--- config.mk ---
export PLATFORM = sky130hd
export DESIGN_NAME = dual_timer_counter
export DESIGN_NICKNAME = d
export VERILOG_FILES = /design/src/rtl/dual_timer_counter.sv
export SDC_FILE = /design/constraint.sdc
export NUM_CORES = 1
export LEC_CHECK = 0
export BUFFER_PORTS_ARGS = -buffer_cell sky130_fd_sc_hd__buf_2
export CELL_PAD_IN_SITES_DETAIL_PLACEMENT = 1
export CELL_PAD_IN_SITES_GLOBAL_PLACEMENT = 1
export CORE_MARGIN = 5
export CORE_UTILIZATION = 30
export CTS_CLUSTER_DIAMETER = 80
export CTS_CLUSTER_SIZE = 25
export DETAILED_ROUTE_END_ITERATION = 8
export GPL_TIMING_DRIVEN = 0
export PLACE_DENSITY = 0.67
export RECOVER_POWER = 25
export SYNTH_ARGS = -nofsm -noshare
export SYNTH_HDL_FRONTEND = slang
export SYNTH_SLANG_ARGS = --single-unit
--- constraint.sdc ---
create_clock -name clk -period 2.95 [get_ports clk]
set_input_delay 0.295 -clock clk [delete_from_list [all_inputs] [get_ports clk]]
set_output_delay 0.295 -clock clk [all_outputs]
set_load 0.02 [all_outputs]
--- src/rtl/dual_timer_counter.sv ---
module dual_timer_counter #(
  parameter logic [7:0] ADDR_CTRL = 8'h88,
  parameter logic [7:0] ADDR_MODE = 8'h89,
  parameter logic [7:0] ADDR_LO0  = 8'h8A,
  parameter logic [7:0] ADDR_LO1  = 8'h8B,
  parameter logic [7:0] ADDR_HI0  = 8'h8C,
  parameter logic [7:0] ADDR_HI1  = 8'h8D
) (
  input  logic       clk,
  input  logic       rst_n,
  input  logic       tick,
  input  logic       t0_pin,
  input  logic       t1_pin,
  input  logic       int0_n,
  input  logic       int1_n,
  input  logic       ack0,
  input  logic       ack1,
  input  logic [7:0] sfr_addr,
  input  logic       sfr_wr,
  input  logic [7:0] sfr_wdata,
  output logic [7:0] sfr_rdata,
  output logic       tf0,
  output logic       tf1
);

  logic [7:0] mode_q, ctrl_q, lo0_q, hi0_q, lo1_q, hi1_q;
  logic       smp0_q, smp1_q;

  function automatic logic [16:0] advance(input logic [1:0] md, input logic [7:0] lo,
                                          input logic [7:0] hi, input logic en);
    logic [16:0] r;
    r = {1'b0, hi, lo};
    if (en) begin
      case (md)
        2'b00: begin
          if (lo[4:0] == 5'h1f) begin
            r[4:0]  = 5'd0;
            r[15:8] = hi + 8'd1;
            r[16]   = (hi == 8'hff);
          end else begin
            r[4:0] = lo[4:0] + 5'd1;
          end
        end
        2'b01:   r = {1'b0, hi, lo} + 17'd1;
        2'b10: begin
          if (lo == 8'hff) begin
            r[7:0] = hi;
            r[16]  = 1'b1;
          end else begin
            r[7:0] = lo + 8'd1;
          end
        end
        default: r = {1'b0, hi, lo};
      endcase
    end
    return r;
  endfunction

  wire wr_ctrl = sfr_wr && (sfr_addr == ADDR_CTRL);
  wire wr_mode = sfr_wr && (sfr_addr == ADDR_MODE);
  wire wr_lo0  = sfr_wr && (sfr_addr == ADDR_LO0);
  wire wr_lo1  = sfr_wr && (sfr_addr == ADDR_LO1);
  wire wr_hi0  = sfr_wr && (sfr_addr == ADDR_HI0);
  wire wr_hi1  = sfr_wr && (sfr_addr == ADDR_HI1);

  wire [1:0] md0   = mode_q[1:0];
  wire [1:0] md1   = mode_q[5:4];
  wire       split = (md0 == 2'b11);

  wire fall0 = tick && smp0_q && !t0_pin;
  wire fall1 = tick && smp1_q && !t1_pin;
  wire run0  = ctrl_q[4] && (!mode_q[3] || int0_n);
  wire run1  = ctrl_q[6] && (!mode_q[7] || int1_n);
  wire inc0  = run0 && (mode_q[2] ? fall0 : tick);
  wire inc1  = run1 && (mode_q[6] ? fall1 : tick);
  wire inc_h0 = split && ctrl_q[6] && tick;

  wire [16:0] adv0 = advance(md0, lo0_q, hi0_q, inc0);
  wire [16:0] adv1 = advance(md1, lo1_q, hi1_q, inc1);

  wire [7:0] lo0_nx = split ? (inc0 ? lo0_q + 8'd1 : lo0_q) : adv0[7:0];
  wire [7:0] hi0_nx = split ? (inc_h0 ? hi0_q + 8'd1 : hi0_q) : adv0[15:8];
  wire       set0   = split ? (inc0 && lo0_q == 8'hff) : adv0[16];
  wire       set1   = split ? (inc_h0 && hi0_q == 8'hff) : adv1[16];

  logic [7:0] ctrl_nx;
  always_comb begin
    ctrl_nx = ctrl_q;
    if (wr_ctrl) ctrl_nx = sfr_wdata;
    else begin
      if (ack0) ctrl_nx[5] = 1'b0;
      if (ack1) ctrl_nx[7] = 1'b0;
    end
    if (set0) ctrl_nx[5] = 1'b1;
    if (set1) ctrl_nx[7] = 1'b1;
  end

  always_ff @(posedge clk or negedge rst_n) begin
    if (!rst_n) begin
      mode_q <= 8'h00;
      ctrl_q <= 8'h00;
      lo0_q  <= 8'h00;
      hi0_q  <= 8'h00;
      lo1_q  <= 8'h00;
      hi1_q  <= 8'h00;
      smp0_q <= 1'b0;
      smp1_q <= 1'b0;
    end else begin
      ctrl_q <= ctrl_nx;
      mode_q <= wr_mode ? sfr_wdata : mode_q;
      lo0_q  <= wr_lo0 ? sfr_wdata : lo0_nx;
      hi0_q  <= wr_hi0 ? sfr_wdata : hi0_nx;
      lo1_q  <= wr_lo1 ? sfr_wdata : adv1[7:0];
      hi1_q  <= wr_hi1 ? sfr_wdata : adv1[15:8];
      if (tick) begin
        smp0_q <= t0_pin;
        smp1_q <= t1_pin;
      end
    end
  end

  always_comb begin
    case (sfr_addr)
      ADDR_CTRL: sfr_rdata = ctrl_q;
      ADDR_MODE: sfr_rdata = mode_q;
      ADDR_LO0:  sfr_rdata = lo0_q;
      ADDR_LO1:  sfr_rdata = lo1_q;
      ADDR_HI0:  sfr_rdata = hi0_q;
      ADDR_HI1:  sfr_rdata = hi1_q;
      default:   sfr_rdata = 8'h00;
    endcase
  end

  assign tf0 = ctrl_q[5];
  assign tf1 = ctrl_q[7];

  p_idle_r2: assert property (@(posedge clk) disable iff (!rst_n)
    (!run0 && !split && !wr_lo0 && !wr_hi0) |=> $stable({hi0_q, lo0_q}));
  p_top_bits_r4: assert property (@(posedge clk) disable iff (!rst_n)
    (md0 == 2'b00 && !wr_lo0) |=> (lo0_q[7:5] == $past(lo0_q[7:5])));
  p_reload_r6: assert property (@(posedge clk) disable iff (!rst_n)
    (md0 == 2'b10 && inc0 && lo0_q == 8'hff && !wr_lo0) |=> (lo0_q == $past(hi0_q)));
  p_split_hi_r7: assert property (@(posedge clk) disable iff (!rst_n)
    (inc_h0 && !wr_hi0) |=> (hi0_q == $past(hi0_q) + 8'd1));
  p_hold_r8: assert property (@(posedge clk) disable iff (!rst_n)
    (md1 == 2'b11 && !wr_lo1 && !wr_hi1) |=> $stable({hi1_q, lo1_q}));
  p_hw_set_r9: assert property (@(posedge clk) disable iff (!rst_n)
    set0 |=> tf0);
  p_ack_clear_r9: assert property (@(posedge clk) disable iff (!rst_n)
    (ack1 && !wr_ctrl && !set1) |=> !tf1);
  p_write_lo_r10: assert property (@(posedge clk) disable iff (!rst_n)
    wr_lo1 |=> (lo1_q == $past(sfr_wdata)));

endmodule

==> results.md <==
* Status: complete, no violations
* Detailed Route WL at 15800 um
* Share of the synthesized area in the top cell type at 0.296
* RSZ-0062 raised after global routing: false
* Rows at 43
* Synth Flop Type: dfrtp_1
* Largest area contributor in the netlist: dfrtp_1
* Power, Total at 2190 uW
* Leak at 0.00195 uW
* Clk sinks at 50
* Setup WS post-layout at 216 ps
* PortBufs at 34
* Pin count of the biggest net entering global routing at 51
* Worst-Margin Slew at 1370 ps
* Rel. slew slack at 0.0888
* Critical-path top delay cell: dfrtp_1
* Crit. End Element: flop
* R2r setup slk at 220 ps
* Reg-to-Reg End: hi0_q[2]
* Filler cell count at around 1700
* Critical Path RT at 3200 ps
* Die width at 129 um
* Maxcap violations at 0
* Net Count, Synth at between 500 and 600
* DR vias at 4191
* Sequential power share at 0.419
* Number of global-route vias before repair at approximately 4400
* Max FO, Critical Path at 9
* Core region area at 0.0138 mm^2
* Buf/Inv on CP at 1
* Post-layout min period at 2730 ps
* Share of layout cells above drive strength 1 at 0.168
* Starting Density at 0.306
* GRT Total Usage at 0.196
* Crit path to: hi0_q[2]
* R2R depth at 9
* Starting DRT DRC Count at between 300 and 400
* Worst flop-to-flop path startpoint: lo0_q[0]
* Drt wl/cell at 22.2 um
* Hold_ws at 236 ps
* Drc violations at 0
* Clk pin slew, worst setup/hold paths at 70 ps
* Via density at 5.90
* Final setup vio count at 0
* Yosys reg bits at 50
* Worst Clk Skew at 5.83 ps
* Hold Path Class: input port to flop
* Latest clock arrival within the worst-skew pair at 310 ps
* Seq/Total Area, Yosys at 0.296
* YS warnings at 0
* Post-synth EDFFs at 0
* Fin area at approximately 0.0048 mm^2
* Most frequent cell after synthesis: dfrtp_1
* CTS root buffer: clkbuf_16
* Hold Vio Cnt, Final at 0
* WP depth at 9
* Post-synth top cells: dfrtp_1, nand2_1, o21ai_0, nor2_1, inv_1
* Crit share post-route at 0.927
* Comb power frac at 0.294
* Worst path most repeated cell: ha_1
* Nature of the critical path startpoint: flop
* Area contributors post-synth: dfrtp_1, o21ai_0, mux4_2
* Achievable frequency at 366 MHz
* Synth cell types at 73
* Pint at 1360 uW
* First-pass GRT wire length at 25200 um
* Area delta synth->final at 13.6%
* Post-DP HPWL at 11900 um
* Cells after synthesis at about 490
* Largest vdd supply drop at 230 uV
* First-pass DRT Iterations at 4
* Nets at between 500 and 600
* Switching power at 826 uW
* Grt ovf at 0
* RePlAce Congestion at 0.926
* Synthesized area per cell at 8.69 um^2
* Antenna fix cells at 0
* Non-Filler Instances at 710
* Crit. Startpoint: lo0_q[0]
* Kind of critical path: flop to flop
* Initial antenna violation count at 0
* Switching part of the total at 0.378
* Total CTS buffers at 5
* Synthesized cell area at 0.00423 mm^2
* Delay-heaviest family, CP: compound AO/OA/AOI/OAI gates
* Max stage delay on crit path at 510 ps
* DIE AREA at 0.0166 mm^2
* Die H at approximately 130 um
* Clk pwr share at 0.286
* Post-synthesis async set-or-reset flop share at 1.00
* Placed insts at 700
* DP Worst Slack at -32.2 ps
* Power Dens Cells at 456 mW/mm^2
* Final Slew Violations at 0
* Worst path cell trace: ha_1, nand3_2, inv_1, ha_1, o21ba_2, o2111ai_2, o32ai_1, a311o_1, a22o_1
* Area after DPL at 0.00462 mm^2
* CTS tree: built
* DRT antenna net count at 0
* Top-Level Pins at 36
* H-tree levels at 2
* WP data arrival at slightly below 3000 ps
* CTS Buffer Depth at 2
==> per-stage QoR <==
| stage | utilization | setup TNS (ps) |
|---|---|---|
| after global routing | 0.347 | 0 |
| after floorplan | - | 0 |
| after detailed placement | 0.334 | -32.2 |
| after global placement | 0.334 | 0 |
| final | 0.347 | 0 |
| after CTS | 0.345 | 0 |
==> layer usage <==
metal | vias to the layer above | part of all wire | global-route usage
met5 | - | 0 | 0
met4 | 0 | 0.039 | 0.0920
met3 | 37 | 0.062 | 0.0403
met2 | 134 | 0.44 | 0.300
met1 | 2094 | 0.46 | 0.266
li1 | 1926 | - | -
==> cell type report <==
cell class	instances	area, um^2	area share
Clock inverter	1	5.00	0.00104
Timing Repair Buffer	36	185	0.0386
Multi-Input combinational cell	387	2780	0.580
Tap cell	180	225	0.0469
Inverter	26	97.6	0.0203
Buffer	23	108	0.0224
Clock buffer	7	143	0.0297
Sequential cell	50	1250	0.261
==> flip-flops by register name, summed over array words and instances (netlist names) <==
| signal | cells |
|---|---|
| ctrl_q | 8 |
| lo1_q | 8 |
| mode_q | 8 |
| smp1_q | 1 |
| hi0_q | 8 |
| hi1_q | 8 |
| smp0_q | 1 |
| lo0_q | 8 |
==> cell families (layout without fill, tap and decap cells) <==
group / Yosys count / count (layout) / synth area share
simple gates: 177 / 177 / 0.229
compound gates: 143 / 143 / 0.236
flops: 50 / 50 / 0.296
buf+inv: 49 / 93 / 0.0486
mux: 38 / 38 / 0.118
xor+xnor: 15 / 15 / 0.0311
fa+ha+maj: 14 / 14 / 0.0415
==> power groups by stage <==
stage	registers, uW	logic (uW)	clock network (uW)
after floorplan	862	447	0
after detailed placement	926	636	0
after CTS	913	641	643
after global placement	921	610	0
after global routing	930	721	668
final	917	644	626
==> worst min-delay path by stage <==
stage                     slack, ps         to       from  depth (start not counted)
final                           240     smp1_q     t1_pin                          2
after global routing            250     smp1_q     t1_pin                          2
after CTS                       240     smp1_q     t1_pin                          2
after detailed placement        480  ctrl_q[0]  ctrl_q[0]                          1
after global placement          470  ctrl_q[2]  ctrl_q[2]                          1
after floorplan                -0.6  ctrl_q[0]      rst_n                          0
==> cells in the final DEF (no fill, tap or decap), drive strengths merged, types with 7 or more instances in the layout <==
cell type / count
o22ai: 14
and4: 7
mux2i: 16
mux4: 8
buf: 43
nor3: 9
nand3: 16
nand2: 50
nor2: 33
nand4: 13
nor2b: 10
a211oi: 7
mux2: 14
ha: 14
xnor2: 7
a31oi: 9
nand2b: 7
inv: 26
o21ai: 41
xor2: 8
a21oi: 24
clkbuf: 23
dfrtp: 50
==> what timing repair did <==
item	4_1_cts	5_1_grt
resized for setup	1	2
gates cloned	0	0
hold buffers	0	0
endpoints found under the setup margin	1	10
buffers inserted	0	2
pin swaps	0	1
Note: power is estimated with default switching activity, not from simulation.
